`src/rtl/hpd_router_pkg.sv`:
```
package hpd_router_pkg;

  typedef enum logic {
    MODE_NORMAL  = 1'b0,
    MODE_EXT_SRC = 1'b1
  } hpd_mode_e;

  // True when the tick now being counted completes the low-time window.
  function automatic logic fall_due(input int unsigned cnt, input int unsigned lim);
    return (cnt + 1) >= lim;
  endfunction

endpackage

```
`src/rtl/hpd_sync.sv`:
```
module hpd_sync #(
  parameter int W = 2
) (
  input  logic         clk,
  input  logic         rst_n,
  input  logic [W-1:0] d_i,
  output logic [W-1:0] q_o
);
  logic [W-1:0] meta_q, stab_q;

  always_ff @(posedge clk or negedge rst_n) begin
    if (!rst_n) begin
      meta_q <= '0;
      stab_q <= '0;
    end else begin
      meta_q <= d_i;
      stab_q <= meta_q;
    end
  end

  assign q_o = stab_q;
endmodule

```
`src/rtl/hpd_fall_filter.sv`:
```
module hpd_fall_filter
  import hpd_router_pkg::*;
#(
  parameter int FALL_TICKS = 5
) (
  input  logic clk,
  input  logic rst_n,
  input  logic tick_i,
  input  logic lvl_i,
  output logic flt_o,
  output logic fall_evt_o
);
  localparam int CNT_W = $clog2(FALL_TICKS + 1);

  logic [CNT_W-1:0] cnt_q;
  logic             flt_q;
  logic             count_en;

  assign count_en   = !lvl_i && flt_q && tick_i;
  assign fall_evt_o = count_en && fall_due(32'(cnt_q), FALL_TICKS);

  always_ff @(posedge clk or negedge rst_n) begin
    if (!rst_n) begin
      flt_q <= 1'b0;
      cnt_q <= '0;
    end else if (lvl_i) begin
      flt_q <= 1'b1;
      cnt_q <= '0;
    end else if (fall_evt_o) begin
      flt_q <= 1'b0;
      cnt_q <= '0;
    end else if (count_en) begin
      cnt_q <= cnt_q + 1'b1;
    end else if (!flt_q) begin
      cnt_q <= '0;
    end
  end

  assign flt_o = flt_q;
endmodule

```
`src/rtl/hpd_route.sv`:
```
module hpd_route
  import hpd_router_pkg::*;
(
  input  logic clk,
  input  logic rst_n,
  input  logic path_sel_i,
  input  logic panel_s_i,
  input  logic ext_s_i,
  input  logic flt_i,
  output logic filt_lvl_o,
  output logic ext_hpd_o,
  output logic ext_hpd_oe,
  output logic src_int_hpd_o,
  output logic src_ext_hpd_o
);
  hpd_mode_e mode_q;

  always_ff @(posedge clk or negedge rst_n) begin
    if (!rst_n) mode_q <= MODE_NORMAL;
    else        mode_q <= hpd_mode_e'(path_sel_i);
  end

  always_comb begin
    ext_hpd_oe    = 1'b0;
    ext_hpd_o     = 1'b0;
    filt_lvl_o    = ext_s_i;
    src_ext_hpd_o = flt_i;
    src_int_hpd_o = panel_s_i;
    if (mode_q == MODE_EXT_SRC) begin
      ext_hpd_oe    = 1'b1;
      ext_hpd_o     = panel_s_i;
      filt_lvl_o    = panel_s_i;
      src_ext_hpd_o = 1'b0;
    end
  end
endmodule

```
`src/rtl/hpd_router.sv`:
```
module hpd_router
  import hpd_router_pkg::*;
#(
  parameter int FALL_TICKS = 5
) (
  input  logic clk,
  input  logic rst_n,
  input  logic tick_i,
  input  logic path_sel_i,
  input  logic panel_hpd_i,
  input  logic ext_hpd_i,
  output logic ext_hpd_o,
  output logic ext_hpd_oe,
  output logic src_int_hpd_o,
  output logic src_ext_hpd_o,
  output logic ext_hpd_flt_o
);
  localparam int N_IN = 2;

  logic [N_IN-1:0] raw_in, syn_in;
  logic            filt_lvl;
  logic            flt;
  logic            fall_evt;

  assign raw_in = {panel_hpd_i, ext_hpd_i};

  hpd_sync #(.W(N_IN)) u_sync (
    .clk   (clk),
    .rst_n (rst_n),
    .d_i   (raw_in),
    .q_o   (syn_in)
  );

  hpd_route u_route (
    .clk           (clk),
    .rst_n         (rst_n),
    .path_sel_i    (path_sel_i),
    .panel_s_i     (syn_in[1]),
    .ext_s_i       (syn_in[0]),
    .flt_i         (flt),
    .filt_lvl_o    (filt_lvl),
    .ext_hpd_o     (ext_hpd_o),
    .ext_hpd_oe    (ext_hpd_oe),
    .src_int_hpd_o (src_int_hpd_o),
    .src_ext_hpd_o (src_ext_hpd_o)
  );

  hpd_fall_filter #(.FALL_TICKS(FALL_TICKS)) u_filt (
    .clk        (clk),
    .rst_n      (rst_n),
    .tick_i     (tick_i),
    .lvl_i      (filt_lvl),
    .flt_o      (flt),
    .fall_evt_o (fall_evt)
  );

  assign ext_hpd_flt_o = flt;
endmodule

```
`config.mk`:
```
export PLATFORM = sky130hd
export DESIGN_NAME = hpd_router
export DESIGN_NICKNAME = d
export VERILOG_FILES = /design/src/rtl/hpd_router_pkg.sv /design/src/rtl/hpd_sync.sv /design/src/rtl/hpd_fall_filter.sv /design/src/rtl/hpd_route.sv /design/src/rtl/hpd_router.sv
export SDC_FILE = /design/constraint.sdc
export NUM_CORES = 1
export LEC_CHECK = 0
export ABC_AREA = 1
export BUFFER_PORTS_ARGS = -buffer_cell sky130_fd_sc_hd__buf_2
export CELL_PAD_IN_SITES_DETAIL_PLACEMENT = 0
export CELL_PAD_IN_SITES_GLOBAL_PLACEMENT = 1
export CORE_AREA = 2 2 39 41
export CTS_CLUSTER_DIAMETER = 30
export CTS_CLUSTER_SIZE = 28
export DETAILED_ROUTE_END_ITERATION = 16
export DIE_AREA = 0 0 41 43
export GPL_TIMING_DRIVEN = 0
export PLACE_DENSITY_LB_ADDON = 0.05
export RECOVER_POWER = 100
export SETUP_SLACK_MARGIN = 0.02
export SYNTH_ARGS = -nofsm -noshare
export SYNTH_HDL_FRONTEND = slang
export SYNTH_SLANG_ARGS = --single-unit
```
`constraint.sdc`:
```
create_clock -name clk -period 1.3 [get_ports clk]
set_input_delay 0.065 -clock clk [delete_from_list [all_inputs] [get_ports clk]]
set_output_delay 0.065 -clock clk [all_outputs]
set_load 0.01 [all_outputs]
```
==> results <==
- The run finished with clean final reports.
- The analysis attributes to cell leakage a power of 0.312 nW.
- The share of the synthesized area in the top cell type is 0.514.
- Among cell families on the critical path, the largest total delay comes from flip-flops.
- The share of final-layout standard cells stronger than drive strength 1 is 0.380.
- In the final routed layout, each cell accounts on average for between 9 and 10 um.
- The actual transition at the worst max-transition pin is roughly 0.48 ns.
- The initial core utilization is 0.316.
- The number of nets at the end of the flow is slightly above 80.
- Once detailed placement completed, the half-perimeter wirelength came to ~600 um.
- The number of antenna diodes in the final layout is 0.
- The critical path contains buffers and inverters numbering 2 combined.
- The time the final worst path needs with I/O delays and setup is 1.17 ns.
- By instance count, the leading cell after synthesis is sky130_fd_sc_hd__nand2_1.
- The vertical extent of the die is 43 um.
- The sequential area share after synthesis is 0.514.
- In this run the most critical hold path is launched from tick_i.
- Among the stages of the critical path, the cell type that occurs most often is sky130_fd_sc_hd__nand2_2.
- The post-layout total power is roughly 0.65 mW.
- The first global-routing pass estimated between 1000 and 1500 um of wire.
- The number of global-route vias before repair is between 300 and 400.
- The pre-antenna-repair detailed-routing pass consisted of 2 iterations.
- The final number of max-transition violations is 0.
- The worst register-to-register path begins at u_filt.cnt_q[1].
- The number of antenna violations at the first check in global routing came to 0.
- The clock transition time at the flip-flop clock pins of the worst setup and hold paths is around 0.060 ns.
- The number of failing hold endpoints at the final stage came to 0.
- Setup repair after global routing left no endpoint under its margin.
- The highest attainable clock frequency is between 800 and 900 MHz.
- Measured against its own limit, the worst slew margin works out to 0.681.
- At the end of routability-driven placement, the weighted congestion stood at about 0.67.
- At the worst endpoint, the required time is between 1 and 1.5 ns.
- The warning count from the yosys run is 0.
- The maximum VDD drop is ~0.66 mV.
- The floorplan step defined a die boundary enclosing 1760 um^2.
- Yosys attributes the largest share of cell area to sky130_fd_sc_hd__dfrtp_1, sky130_fd_sc_hd__nand2_1, sky130_fd_sc_hd__inv_1.
- The cell at the slowest stage of the critical path is sky130_fd_sc_hd__dfrtp_2.
- The worst-skew pair later-pin latency is 0.25 ns.
- Entering global routing, the biggest net connects 10 pins.
- Summing every instance area after synthesis gives 438 um^2.
- The element type at the critical path end is a flop.
- Clock tree synthesis selected as its root buffer the cell sky130_fd_sc_hd__clkbuf_4.
- Summing all non-filler instances in the final layout gives an area of between 600 and 700 um^2.
- The maximum clock path buffer count is 2.
- Synthesis inferred 9 register bits.
- The floorplan has 14 rows.
- The count of port buffers added during placement is 10.
- The class of the most critical setup path is flop to flop.
- In the synthesized netlist the dominant register cell turns out to be sky130_fd_sc_hd__dfrtp_1.
- The count of antenna-violating nets left after detailed routing is 0.
- The total cell area at the placement stage is around 510 um^2.
- Clock skew on the completed layout was measured at between 0.0008 and 0.0009 ns.
- Tracing the worst setup path back leads to its startpoint at u_filt.cnt_q[1].
- The final worst-path cycle share is 0.898.
- The maximum level of the CTS H-tree is 1.
- The detailed-route wire length is ~840 um.
- The standard cell core area is roughly 1400 um^2.
- For this design the ratio of total power to cell area is about 1100 nW/um^2.
- The synthesized design spends more area on one cell type than any other, namely sky130_fd_sc_hd__dfrtp_1.
- The relative area change from synthesis to final layout is 40.9%.
- The kind of start point of the critical path is a flop.
- The max-capacitance violation count is 0.
- The tree built by TritonCTS fans out to 9 sinks.
- Yosys mapped a number of flops with a built-in enable equal to 0.
- The number of distinct library cells after synthesis is 10.
- The worst hold path belongs to the class primary input to flop.
- In the synthesized netlist, the cells that appear most often are sky130_fd_sc_hd__nand2_1, sky130_fd_sc_hd__inv_1, sky130_fd_sc_hd__dfrtp_1.
- TritonCTS built the clock tree.
- In this run the mean area of a mapped cell was just over 8 um^2.
- In this run the worst path has a maximum fanout of 5.
- The floorplan step set the die width to 41 um.
- Counting the buffers created by CTS gives 3.
- The number of instances in the synthesized netlist is 53.
- In this run the count of I/O pins placed on the die edge is 11.
- The total congestion overflow is 0.
- For this run, asynchronously set or reset flops after synthesis account for 1.00.
- The count of filler cells inserted in the layout is between 150 and 200.
- The count of unresolved DRC violations after routing is 0.
- The count of vias placed by the detailed router is approximately 360.
- The final setup violation count is 0.
- The setup TNS is 0 ns.
- The DRC violation total after the first TritonRoute iteration is 2.
- The stage delay of the slowest cell on the critical path is approximately 0.45 ns.
- Data arrives at the worst endpoint at around 1.3 ns.
- Traced cell by cell, the critical path runs through inv_2 -> ha_4 -> inv_2 -> nand2_2 -> nand3_2 -> nand2_2 -> nand2_2 -> nand2_2 -> nand2_2.
- The all-layer global routing usage is 0.115.
- The tightest hold path in the finished design has a slack of ~0.12 ns.
- The number of nets handed over by synthesis was 62.
- The mean number of vias per cell is about 4.1.
==> kinds of logic (layout without fill, tap and decap cells) <==
family                   Yosys count  in the layout  synth area share
AND/OR/NAND/NOR                   30             30             0.306
buffers and inverters             11             29            0.0943
flip-flops                         9              9             0.514
adder cells (fa/ha/maj)            3              3            0.0857
==> where the power goes <==
part,switching (mW),internal [mW],total (mW)
clock,0.0856,0.118,0.203
sequential,0.0269,0.301,0.328
combinational,0.0654,0.0533,0.119
total,0.178,0.472,0.650
==> tightest hold or removal path: cells and delay by family <==
kind          cells  cell delay [ns]
buf+inv           1             0.11
simple gates      3             0.16
==> sequential cells by signal, summed over array words and instances (netlist names) <==
register	count
u_filt.flt_o	1
u_sync.meta_q	2
u_sync.q_o	2
u_filt.cnt_q	3
u_route.mode_q	1
==> what timing repair did <==
action / 4_1_cts / 5_1_grt
endpoints found under the hold margin: 12 / 0
endpoints found under the setup margin: 0 / 4
buffers inserted: 0 / 0
hold buffers: 4 / 0
gates resized for setup: 0 / 17
==> final timing paths <==
path	endpoint	slack, ns	cells after the start
max reg2reg	u_filt.cnt_q[0]	0.13	9
min reg2reg	u_sync.q_o[0]	0.35	0
max	u_filt.cnt_q[0]	0.13	9
max in group asynchronous	u_filt.cnt_q[1]	0.67	2
min in group asynchronous	u_filt.flt_o	0.28	2
min	u_filt.cnt_q[1]	0.12	4
==> metal layers <==
metal	share of wire	vias up	global-route usage
met2	0.50	5	0.159
met1	0.48	164	0.170
li1	-	190	-
met5	0	-	0
met3	0.023	0	0.0157
met4	0	0	0.0600
==> cell usage in the layout (no fill, tap or decap), drive strengths merged <==
master / synthesis / routed
nand2: 20 / 20
inv: 11 / 11
clkbuf: 0 / 10
dfrtp: 9 / 9
nor2: 6 / 6
dlygate4sd3: 0 / 4
buf: 0 / 4
nand3: 3 / 3
ha: 3 / 3
nand4: 1 / 1
==> layout make-up <==
class / count / area [um^2] / area share
inverter: 11 / 41.3 / 0.0669
clock buffer: 4 / 26.3 / 0.0426
tap: 16 / 20.0 / 0.0325
timing repair buffer: 14 / 82.6 / 0.134
multi-input combinational: 33 / 219 / 0.355
sequential: 9 / 228 / 0.369
==> per-stage QoR <==
stage / util / std cells / setup WS, ns
floorplan: - / 53 / 0.200
global placement: 0.367 / 79 / 0.0898
detailed placement: 0.367 / 79 / 0.0894
global route: 0.446 / 87 / 0.0244
finish: 0.446 / 87 / 0.133
CTS: 0.415 / 87 / 0.0822
Note: power is estimated with default switching activity, not from simulation.
